==> src/rtl/tsf_pkg.sv <==
package tsf_pkg;
    localparam int WORD_W = 32;
    localparam int TSF_W  = 2 * WORD_W;
    localparam int OFS_LO = 0;
    localparam int OFS_HI = 1;

    typedef logic [WORD_W-1:0] word_t;
    typedef logic [TSF_W-1:0]  tsf_t;

    typedef struct packed {
        logic  en;
        logic  sel_lo;
        logic  sel_hi;
        word_t data;
    } wr_req_t;

    typedef struct packed {
        logic en;
        logic sel_lo;
        logic sel_hi;
    } rd_req_t;

    function automatic logic msb_falls(logic old_msb, word_t new_word);
        return old_msb & ~new_word[WORD_W-1];
    endfunction
endpackage

==> src/rtl/tsf_tick_gen.sv <==
module tsf_tick_gen #(
    parameter bit USE_EXT_TICK = 1'b0,
    parameter int PRESCALE     = 100
) (
    input  logic clk_i,
    input  logic rst_i,
    input  logic ext_tick_i,
    output logic tick_o
);
    localparam int PS_W = (PRESCALE > 1) ? $clog2(PRESCALE) : 1;
    localparam logic [PS_W-1:0] PS_LAST = PS_W'(PRESCALE - 1);

    logic div_tick;

    generate
        if (PRESCALE > 1) begin : g_div
            logic [PS_W-1:0] div_q;
            always_ff @(posedge clk_i) begin
                if (rst_i)
                    div_q <= '0;
                else if (div_q == PS_LAST)
                    div_q <= '0;
                else
                    div_q <= div_q + 1'b1;
            end
            assign div_tick = (div_q == PS_LAST);

            // Divider strobes are never back to back
            assert_tick_spacing_R3: assert property (@(posedge clk_i) disable iff (rst_i)
                div_tick |=> !div_tick);
        end else begin : g_nodiv
            logic unused_q;
            always_ff @(posedge clk_i) unused_q <= rst_i;
            assign div_tick = 1'b1 | unused_q;
        end
    endgenerate

    assign tick_o = USE_EXT_TICK ? ext_tick_i : div_tick;
endmodule

==> src/rtl/tsf_stage_regs.sv <==
module tsf_stage_regs
    import tsf_pkg::*;
(
    input  logic    clk_i,
    input  logic    rst_i,
    input  wr_req_t req_i,
    output logic    load_o,
    output tsf_t    load_val_o
);
    word_t lo_q;
    logic  hi_msb_q;

    always_ff @(posedge clk_i) begin
        if (rst_i) begin
            lo_q     <= '0;
            hi_msb_q <= 1'b0;
        end else if (req_i.en) begin
            if (req_i.sel_lo) lo_q     <= req_i.data;
            if (req_i.sel_hi) hi_msb_q <= req_i.data[WORD_W-1];
        end
    end

    assign load_o     = req_i.en & req_i.sel_hi & msb_falls(hi_msb_q, req_i.data);
    assign load_val_o = {req_i.data, lo_q};

    // A low-word write never requests a load
    assert_lo_write_no_load_R4: assert property (@(posedge clk_i) disable iff (rst_i)
        (req_i.en && req_i.sel_lo && !req_i.sel_hi) |-> !load_o);

    // A load is only ever preceded by a stored upper MSB of one
    assert_load_needs_armed_R6: assert property (@(posedge clk_i) disable iff (rst_i)
        load_o |-> (hi_msb_q && !req_i.data[WORD_W-1]));
endmodule

==> src/rtl/tsf_counter.sv <==
module tsf_counter
    import tsf_pkg::*;
(
    input  logic clk_i,
    input  logic rst_i,
    input  logic tick_i,
    input  logic load_i,
    input  tsf_t load_val_i,
    output tsf_t cnt_o
);
    tsf_t cnt_q;

    always_ff @(posedge clk_i) begin
        if (rst_i)
            cnt_q <= '0;
        else if (load_i)
            cnt_q <= load_val_i;
        else if (tick_i)
            cnt_q <= cnt_q + 1'b1;
    end

    assign cnt_o = cnt_q;

    // The loaded value appears untouched by a simultaneous tick
    assert_load_exact_R5: assert property (@(posedge clk_i) disable iff (rst_i)
        load_i |=> (cnt_o == $past(load_val_i)));

    // One tick moves the count by exactly one, carrying across words
    assert_step_one_R2: assert property (@(posedge clk_i) disable iff (rst_i)
        (tick_i && !load_i) |=> (cnt_o == $past(cnt_o) + 1'b1));

    // No tick and no load means the count holds
    assert_hold_R2: assert property (@(posedge clk_i) disable iff (rst_i)
        (!tick_i && !load_i) |=> $stable(cnt_o));
endmodule

==> src/rtl/tsf_read_port.sv <==
module tsf_read_port
    import tsf_pkg::*;
(
    input  logic    clk_i,
    input  logic    rst_i,
    input  rd_req_t req_i,
    input  tsf_t    cnt_i,
    output word_t   rd_data_o
);
    word_t hi_snap_q;
    word_t rd_q;

    always_ff @(posedge clk_i) begin
        if (rst_i) begin
            hi_snap_q <= '0;
            rd_q      <= '0;
        end else if (req_i.en) begin
            if (req_i.sel_lo) begin
                rd_q      <= cnt_i[WORD_W-1:0];
                hi_snap_q <= cnt_i[TSF_W-1:WORD_W];
            end else if (req_i.sel_hi) begin
                rd_q <= hi_snap_q;
            end else begin
                rd_q <= '0;
            end
        end
    end

    assign rd_data_o = rd_q;

    // Frozen upper word only changes on a low-word read
    assert_snap_stable_R8: assert property (@(posedge clk_i) disable iff (rst_i)
        !(req_i.en && req_i.sel_lo) |=> $stable(hi_snap_q));
endmodule

==> src/rtl/tsf_timer_top.sv <==
module tsf_timer_top
    import tsf_pkg::*;
#(
    parameter bit USE_EXT_TICK = 1'b0,
    parameter int PRESCALE     = 100,
    parameter int ADDR_W       = 2
) (
    input  logic              clk_i,
    input  logic              rst_i,
    input  logic              ext_tick_i,
    input  logic              wr_en_i,
    input  logic [ADDR_W-1:0] wr_addr_i,
    input  logic [31:0]       wr_data_i,
    input  logic              rd_en_i,
    input  logic [ADDR_W-1:0] rd_addr_i,
    output logic [31:0]       rd_data_o
);
    localparam logic [ADDR_W-1:0] A_LO = ADDR_W'(OFS_LO);
    localparam logic [ADDR_W-1:0] A_HI = ADDR_W'(OFS_HI);

    wr_req_t wr_req;
    rd_req_t rd_req;
    logic    tick;
    logic    load;
    tsf_t    load_val;
    tsf_t    cnt;

    assign wr_req = '{en: wr_en_i, sel_lo: (wr_addr_i == A_LO),
                      sel_hi: (wr_addr_i == A_HI), data: wr_data_i};
    assign rd_req = '{en: rd_en_i, sel_lo: (rd_addr_i == A_LO),
                      sel_hi: (rd_addr_i == A_HI)};

    tsf_tick_gen #(.USE_EXT_TICK(USE_EXT_TICK), .PRESCALE(PRESCALE)) u_tick (
        .clk_i(clk_i), .rst_i(rst_i), .ext_tick_i(ext_tick_i), .tick_o(tick));

    tsf_stage_regs u_stage (
        .clk_i(clk_i), .rst_i(rst_i), .req_i(wr_req),
        .load_o(load), .load_val_o(load_val));

    tsf_counter u_cnt (
        .clk_i(clk_i), .rst_i(rst_i), .tick_i(tick),
        .load_i(load), .load_val_i(load_val), .cnt_o(cnt));

    tsf_read_port u_rd (
        .clk_i(clk_i), .rst_i(rst_i), .req_i(rd_req),
        .cnt_i(cnt), .rd_data_o(rd_data_o));

    // A low-word staging write leaves the running count alone
    assert_lo_write_keeps_cnt_R4: assert property (@(posedge clk_i) disable iff (rst_i)
        (wr_en_i && wr_addr_i == A_LO && !tick) |=> $stable(cnt));
endmodule

==> config.mk <==
export PLATFORM = sky130hd
export DESIGN_NAME = tsf_timer_top
export DESIGN_NICKNAME = d
export VERILOG_FILES = /design/src/rtl/tsf_pkg.sv /design/src/rtl/tsf_tick_gen.sv /design/src/rtl/tsf_stage_regs.sv /design/src/rtl/tsf_counter.sv /design/src/rtl/tsf_read_port.sv /design/src/rtl/tsf_timer_top.sv
export SDC_FILE = /design/constraint.sdc
export NUM_CORES = 1
export LEC_CHECK = 0
export BUFFER_PORTS_ARGS = -buffer_cell sky130_fd_sc_hd__buf_2
export CORE_UTILIZATION = 40
export DETAILED_ROUTE_END_ITERATION = 7
export MAX_ROUTING_LAYER = met4
export SETUP_SLACK_MARGIN = 0.15
export SLEW_MARGIN = 10
export SYNTH_ARGS = -nofsm -noshare
export SYNTH_HDL_FRONTEND = slang
export SYNTH_HIERARCHICAL = 1
export SYNTH_SLANG_ARGS = --single-unit
==> constraint.sdc <==
create_clock -name clk_i -period 3.65 [get_ports clk_i]
set_input_delay 0.365 -clock clk_i [delete_from_list [all_inputs] [get_ports clk_i]]
set_output_delay 0.365 -clock clk_i [all_outputs]
set_load 0.02 [all_outputs]
== Yosys cells after proc, flatten, opt, wreduce, memory -nomap -nowiden ==
Cells that the tools add are included.

* Register bits: 168
* Bits of input ports: 41
* Output and inout port bits: 32
* Logic and storage cells: 26

* Add/subtract/negate cells: 2
* Equal/unequal tests: 3
* Muxes and demuxes: 4
* Bitwise logic cells: 4
* Reductions and logical operators: 7

{| class="wikitable"
|+ Operators by type and width
! kind !! number
|-
| $mux 64 || 2
|-
| $add 64x1->64 const B || 1
|-
| $mux 32 || 2
|-
| $add 7x1->7 const B || 1
|-
| $eq 7x7->1 const B || 1
|-
| $reduce_and 2->1 || 3
|-
| $eq 2x1->1 const B || 2
|-
| $logic_not 2->1 || 2
|-
| $and 1x1->1 || 3
|-
| $reduce_bool 2->1 || 1
|-
| $reduce_or 2->1 || 1
|-
| $not 1->1 || 1
|}

== Depth between registers and ports, before layout ==
* Depth in word-level cells: 4
* Gate-level depth with buffers: 11
* Mapped depth without buffers: 8

== By module ==
The synthesis kept the hierarchy.

{| class="wikitable"
|+ By module, submodules not included
! module !! times used !! cells each !! area an instance (um2)
|-
| tsf_counter || 1 || 480 || 3,764.9
|-
| tsf_read_port || 1 || 326 || 3,052.9
|-
| tsf_stage_regs || 1 || 184 || 1,824.2
|-
| tsf_tick_gen || 1 || 33 || 306.5
|-
| tsf_timer_top || 1 || 4 || 35.0
|}

== Worst setup path before layout ==
Ideal clock, no wire load.

* Kind: flip-flop to flip-flop
* Start point: reg u_tick.g_div.div_q[0]
* End point: reg u_cnt.cnt_q[55], in the netlist u_cnt/cnt_o[55]
* Arrival: 2.918 ns
* Data required time: 3.559 ns
* Setup slack: 0.641 ns
* Cell stages (with the launch flop): 11
* Clock period less this slack: 3.009 ns
* Cells stage by stage: dfxtp_1 > ha_1 > nand2b_1 > nor2_1 > buf_2 > nand3_1 > or4_4 > buf_6 > or4_4 > or4b_1 > a311oi_1

* Word-level cells in the longest chain between the ends: 2

{| class="wikitable"
|+ RTL lines
! what !! line !! source
|-
| from (decl) || tsf_tick_gen.sv:17 || <nowiki>logic [PS_W-1:0] div_q;</nowiki>
|-
| from (signal assigned) || tsf_tick_gen.sv:24 || <nowiki>div_q <= div_q + 1'b1;</nowiki>
|-
| $eq 7x7->1 || tsf_tick_gen.sv:26 || <nowiki>assign div_tick = (div_q == PS_LAST);</nowiki>
|-
| named net tick || tsf_timer_top.sv:23 || <nowiki>logic tick;</nowiki>
|-
| $reduce_bool 2->1 (no source line) || n/a ||
|-
| to (signal assigned) || tsf_counter.sv:17 || <nowiki>cnt_q <= load_val_i;</nowiki>
|-
| to (signal assigned) || tsf_counter.sv:19 || <nowiki>cnt_q <= cnt_q + 1'b1;</nowiki>
|-
| to (decl) || tsf_counter.sv:11 || <nowiki>tsf_t cnt_q;</nowiki>
|}

The timed path passes the listed nets, and every way through them passes these cells.
A chain may end at the register's enable or synchronous reset.

== Worst setup path after layout ==
Same ends and word-level chain as after synthesis.

==> flow_metrics.env <==
export IMPL_status="completed"
export IMPL_final_common_cell="dfxtp_1"
export IMPL_clock_sinks=168
export IMPL_end_kind="flip-flop"
export IMPL_cts_tree="built"
export IMPL_ys_dominant_reg_cell="dfxtp_1"
export IMPL_post_drt_wl_per_cell_um=18.0
export IMPL_first_global_vias=6625
export IMPL_fin_crit_ps=3210
export IMPL_nFillCells=2237
export IMPL_vias_per_cell=5.66
export IMPL_grt_use_met2=0.261
export IMPL_ys_ff_latch=168
export IMPL_wirelength_mm=23.4
export IMPL_syn_nets=1071
export IMPL_syn_to_final_growth_pct=7.31
export IMPL_synthArstFlopShare=0
export IMPL_grt_pass1_wl_mm=37.6
export IMPL_dieArea_mm2=0.0231
export IMPL_overflow=0
export IMPL_setup_violations_final=0
export IMPL_io_buffer_count=71
export IMPL_globalRouteTotalUtil=0.210
export IMPL_final_nets=1056
export IMPL_drive_above_1_share=0.205
export IMPL_relSlewSlack=0.296
export IMPL_ys_seq_area_frac=0.374
export IMPL_cts_buffers=17
export IMPL_max_stage_delay_ps=680
export IMPL_tns_ps=0
export IMPL_layout_common_cells="168 x dfxtp_1, 98 x nor2_1, 87 x nand3_1"
export IMPL_final_cells=1304
export IMPL_netlist_instances=1027
export IMPL_clkLatencyLatePin_ps=440
export IMPL_core_area_mm2=0.0219
export IMPL_hold_violations=0
export IMPL_start_util=0.410
export IMPL_min_path_type="input pin to flip-flop"
export IMPL_postCtsSetupBuffers=0
export IMPL_cts_max_level=4
export IMPL_dpl_cell_area_mm2=0.00910
export IMPL_period_share=0.880
export IMPL_crit_path_top_delay_cell="or4_4"
export IMPL_clk_path_buf_depth=2
export IMPL_netlist_area_mm2=0.00898
export IMPL_cpMostUsedCell="or4_4"
export IMPL_power_leakage_nw=3.19
export IMPL_multiInputGateArea_mm2=0.00483
export IMPL_stdcell_area_mm2=0.00964
export IMPL_rr_worst_depth=8
export IMPL_dieHeight_um=152
export IMPL_tightest_slew_ps=1060
export IMPL_crit_path_max_fanout=19
export IMPL_antenna_found_initial=0
export IMPL_worstPathRequired_ps=4000
export IMPL_dp_hpwl_mm=15.9
export IMPL_synth_warnings=6
export IMPL_slew_violations=0
export IMPL_clk_pin_slew_ps=60
export IMPL_ys_types=54
export IMPL_drc_errors=0
export IMPL_drt_iter0_drc=681
export IMPL_boundaryPins=73
export IMPL_placed_cells=1273
export IMPL_r2r_start="u_tick/g_div.div_q[0]"
export IMPL_ant_nets=0
export IMPL_worstPathCellList="ha_1, nand2b_1, nor2_1, nand3_1, or4_4, or4_4, or4b_1, a311oi_1"
export IMPL_maxCapViolCount=0
export IMPL_synth_area_leaders="dfxtp_1 37%, nand3_1 4.8%, nor2_1 4.2%, a21bo_2 3.9%, a311oi_2 3.7%"
export IMPL_peakVddDrop_mv=0.224
export IMPL_firstDrtPassIters=5
export IMPL_met1_usage=0.332
export IMPL_busiest_layer="met1"
export IMPL_arrival_ps=3560
export IMPL_p_per_area_mw_per_mm2=403
export IMPL_pre_cts_slack_ps=490
export IMPL_seq_area_mm2=0.00336
export IMPL_fin_ws_ps=439
export IMPL_grt_util_met3=0.0382
export IMPL_yosysTopAreaCell="dfxtp_1"
export IMPL_num_rows=54
export IMPL_crit_path_start="u_tick/g_div.div_q[0]"
export IMPL_rsz0062_at_grt="no"
export IMPL_crit_path_start_kind="flip-flop"
export IMPL_cts_hold_buf=0
export IMPL_yosysTopAreaCellShare=0.374
export IMPL_r2r_slack_ps=440
export IMPL_cts_resized=0
export IMPL_syn_area_per_cell_um2=8.75
export IMPL_gp_congestion=0.821
export IMPL_die_width_um=152
export IMPL_crit_end="u_cnt/cnt_o[55]"
export IMPL_total_power_w=0.00388
export IMPL_diodes=0
export IMPL_cts_root_buf="clkbuf_16"
export IMPL_num_vias=7380
export IMPL_rr_endpoint="u_cnt/cnt_o[55]"
export IMPL_max_freq_ghz=0.311
export IMPL_setup_worst_path_class="flip-flop to flip-flop"
export IMPL_synth_edff_count=0
export IMPL_grt_start_max_net_pins=116
export IMPL_skew_ps=19.1
[cell type report]
class / instances / area share
multi-input combinational: 724 / 0.501
sequential: 168 / 0.349
inverter: 16 / 0.00623
timing repair buffer: 85 / 0.0513
tap: 280 / 0.0363
clock buffer: 23 / 0.0485
clock inverter: 8 / 0.00766
[flip-flops by register name, indices dropped and copies added, names as in the netlist]
register,cells
u_tick/g_div.div_q,7
u_rd/hi_snap_q,32
u_stage/hi_msb_q,1
u_rd/rd_data_o,32
u_stage/lo_q,32
u_cnt/cnt_o,64
[metal layers]
| metal | vias up | routed length, um |
|---|---|---|
| li1 | 3680 | - |
| met1 | 3454 | 12700 |
| met2 | 213 | 9100 |
| met3 | 33 | 1230 |
| met4 | 0 | 340 |
| met5 | - | 0 |
[how the worst min path moves through the flow]
stage                          from          endpoint  slack (ps)  cells after the start
floorplan           u_stage/lo_q[0]    u_cnt/cnt_o[0]         440                      2
global placement    u_stage/lo_q[9]    u_cnt/cnt_o[9]         460                      2
detailed placement  u_stage/lo_q[9]    u_cnt/cnt_o[9]         460                      2
CTS                    wr_data_i[7]   u_stage/lo_q[7]         180                      3
global route           wr_data_i[7]   u_stage/lo_q[7]         190                      3
finish                wr_data_i[17]  u_stage/lo_q[17]         190                      3
[stage by stage]
stage | utilization | hold slack (ps)
2_1_floorplan | - | 438
5_1_grt | 0.440 | 194
4_1_cts | 0.440 | 184
3_3_place_gp | 0.416 | 458
3_5_place_dp | 0.416 | 458
6_report | 0.440 | 192
[critical path: cells and delay by family, from the launching register on]
kind                     cells  cell delay, ps
AO/OA/AOI/OAI                1             250
adder cells (fa/ha/maj)      1             190
flip-flops                   1             400
AND/OR/NAND/NOR              6            2280
[logic make-up after synthesis]
kind of cell / Yosys count / share of synthesized area
and+or+nand+nor: 423 / 0.247
AOI/OAI and AO/OA: 251 / 0.237
DFF: 168 / 0.374
buffers and inverters: 135 / 0.0901
xor gates and xnor gates: 39 / 0.0380
muxes: 8 / 0.00891
adders and majority gates: 3 / 0.00418
[Yosys cell counts (4+ instances only)]
master,instances
a211oi_1,26
a21bo_1,28
a21bo_2,35
a21oi_1,51
a21oi_2,28
a311oi_1,30
a311oi_2,22
and3_1,8
and4_1,13
buf_2,29
buf_4,43
buf_6,14
clkbuf_1,31
dfxtp_1,168
inv_1,15
mux2i_1,8
nand2_1,80
nand2b_1,4
nand3_1,87
nand3b_1,32
nand4_1,20
nor2_1,100
nor3_1,16
nor4_1,17
o21ai_0,14
o31ai_1,7
or3_1,15
or4_1,8
xnor2_1,21
xor2_1,18
[report_power, final]
group	switching [W]	internal (W)	total, W
sequential	0.0000323	0.00187	0.00191
clock	0.000724	0.000966	0.00169
combinational	0.000188	0.0000968	0.000285
(Power assumes the default switching activity.)
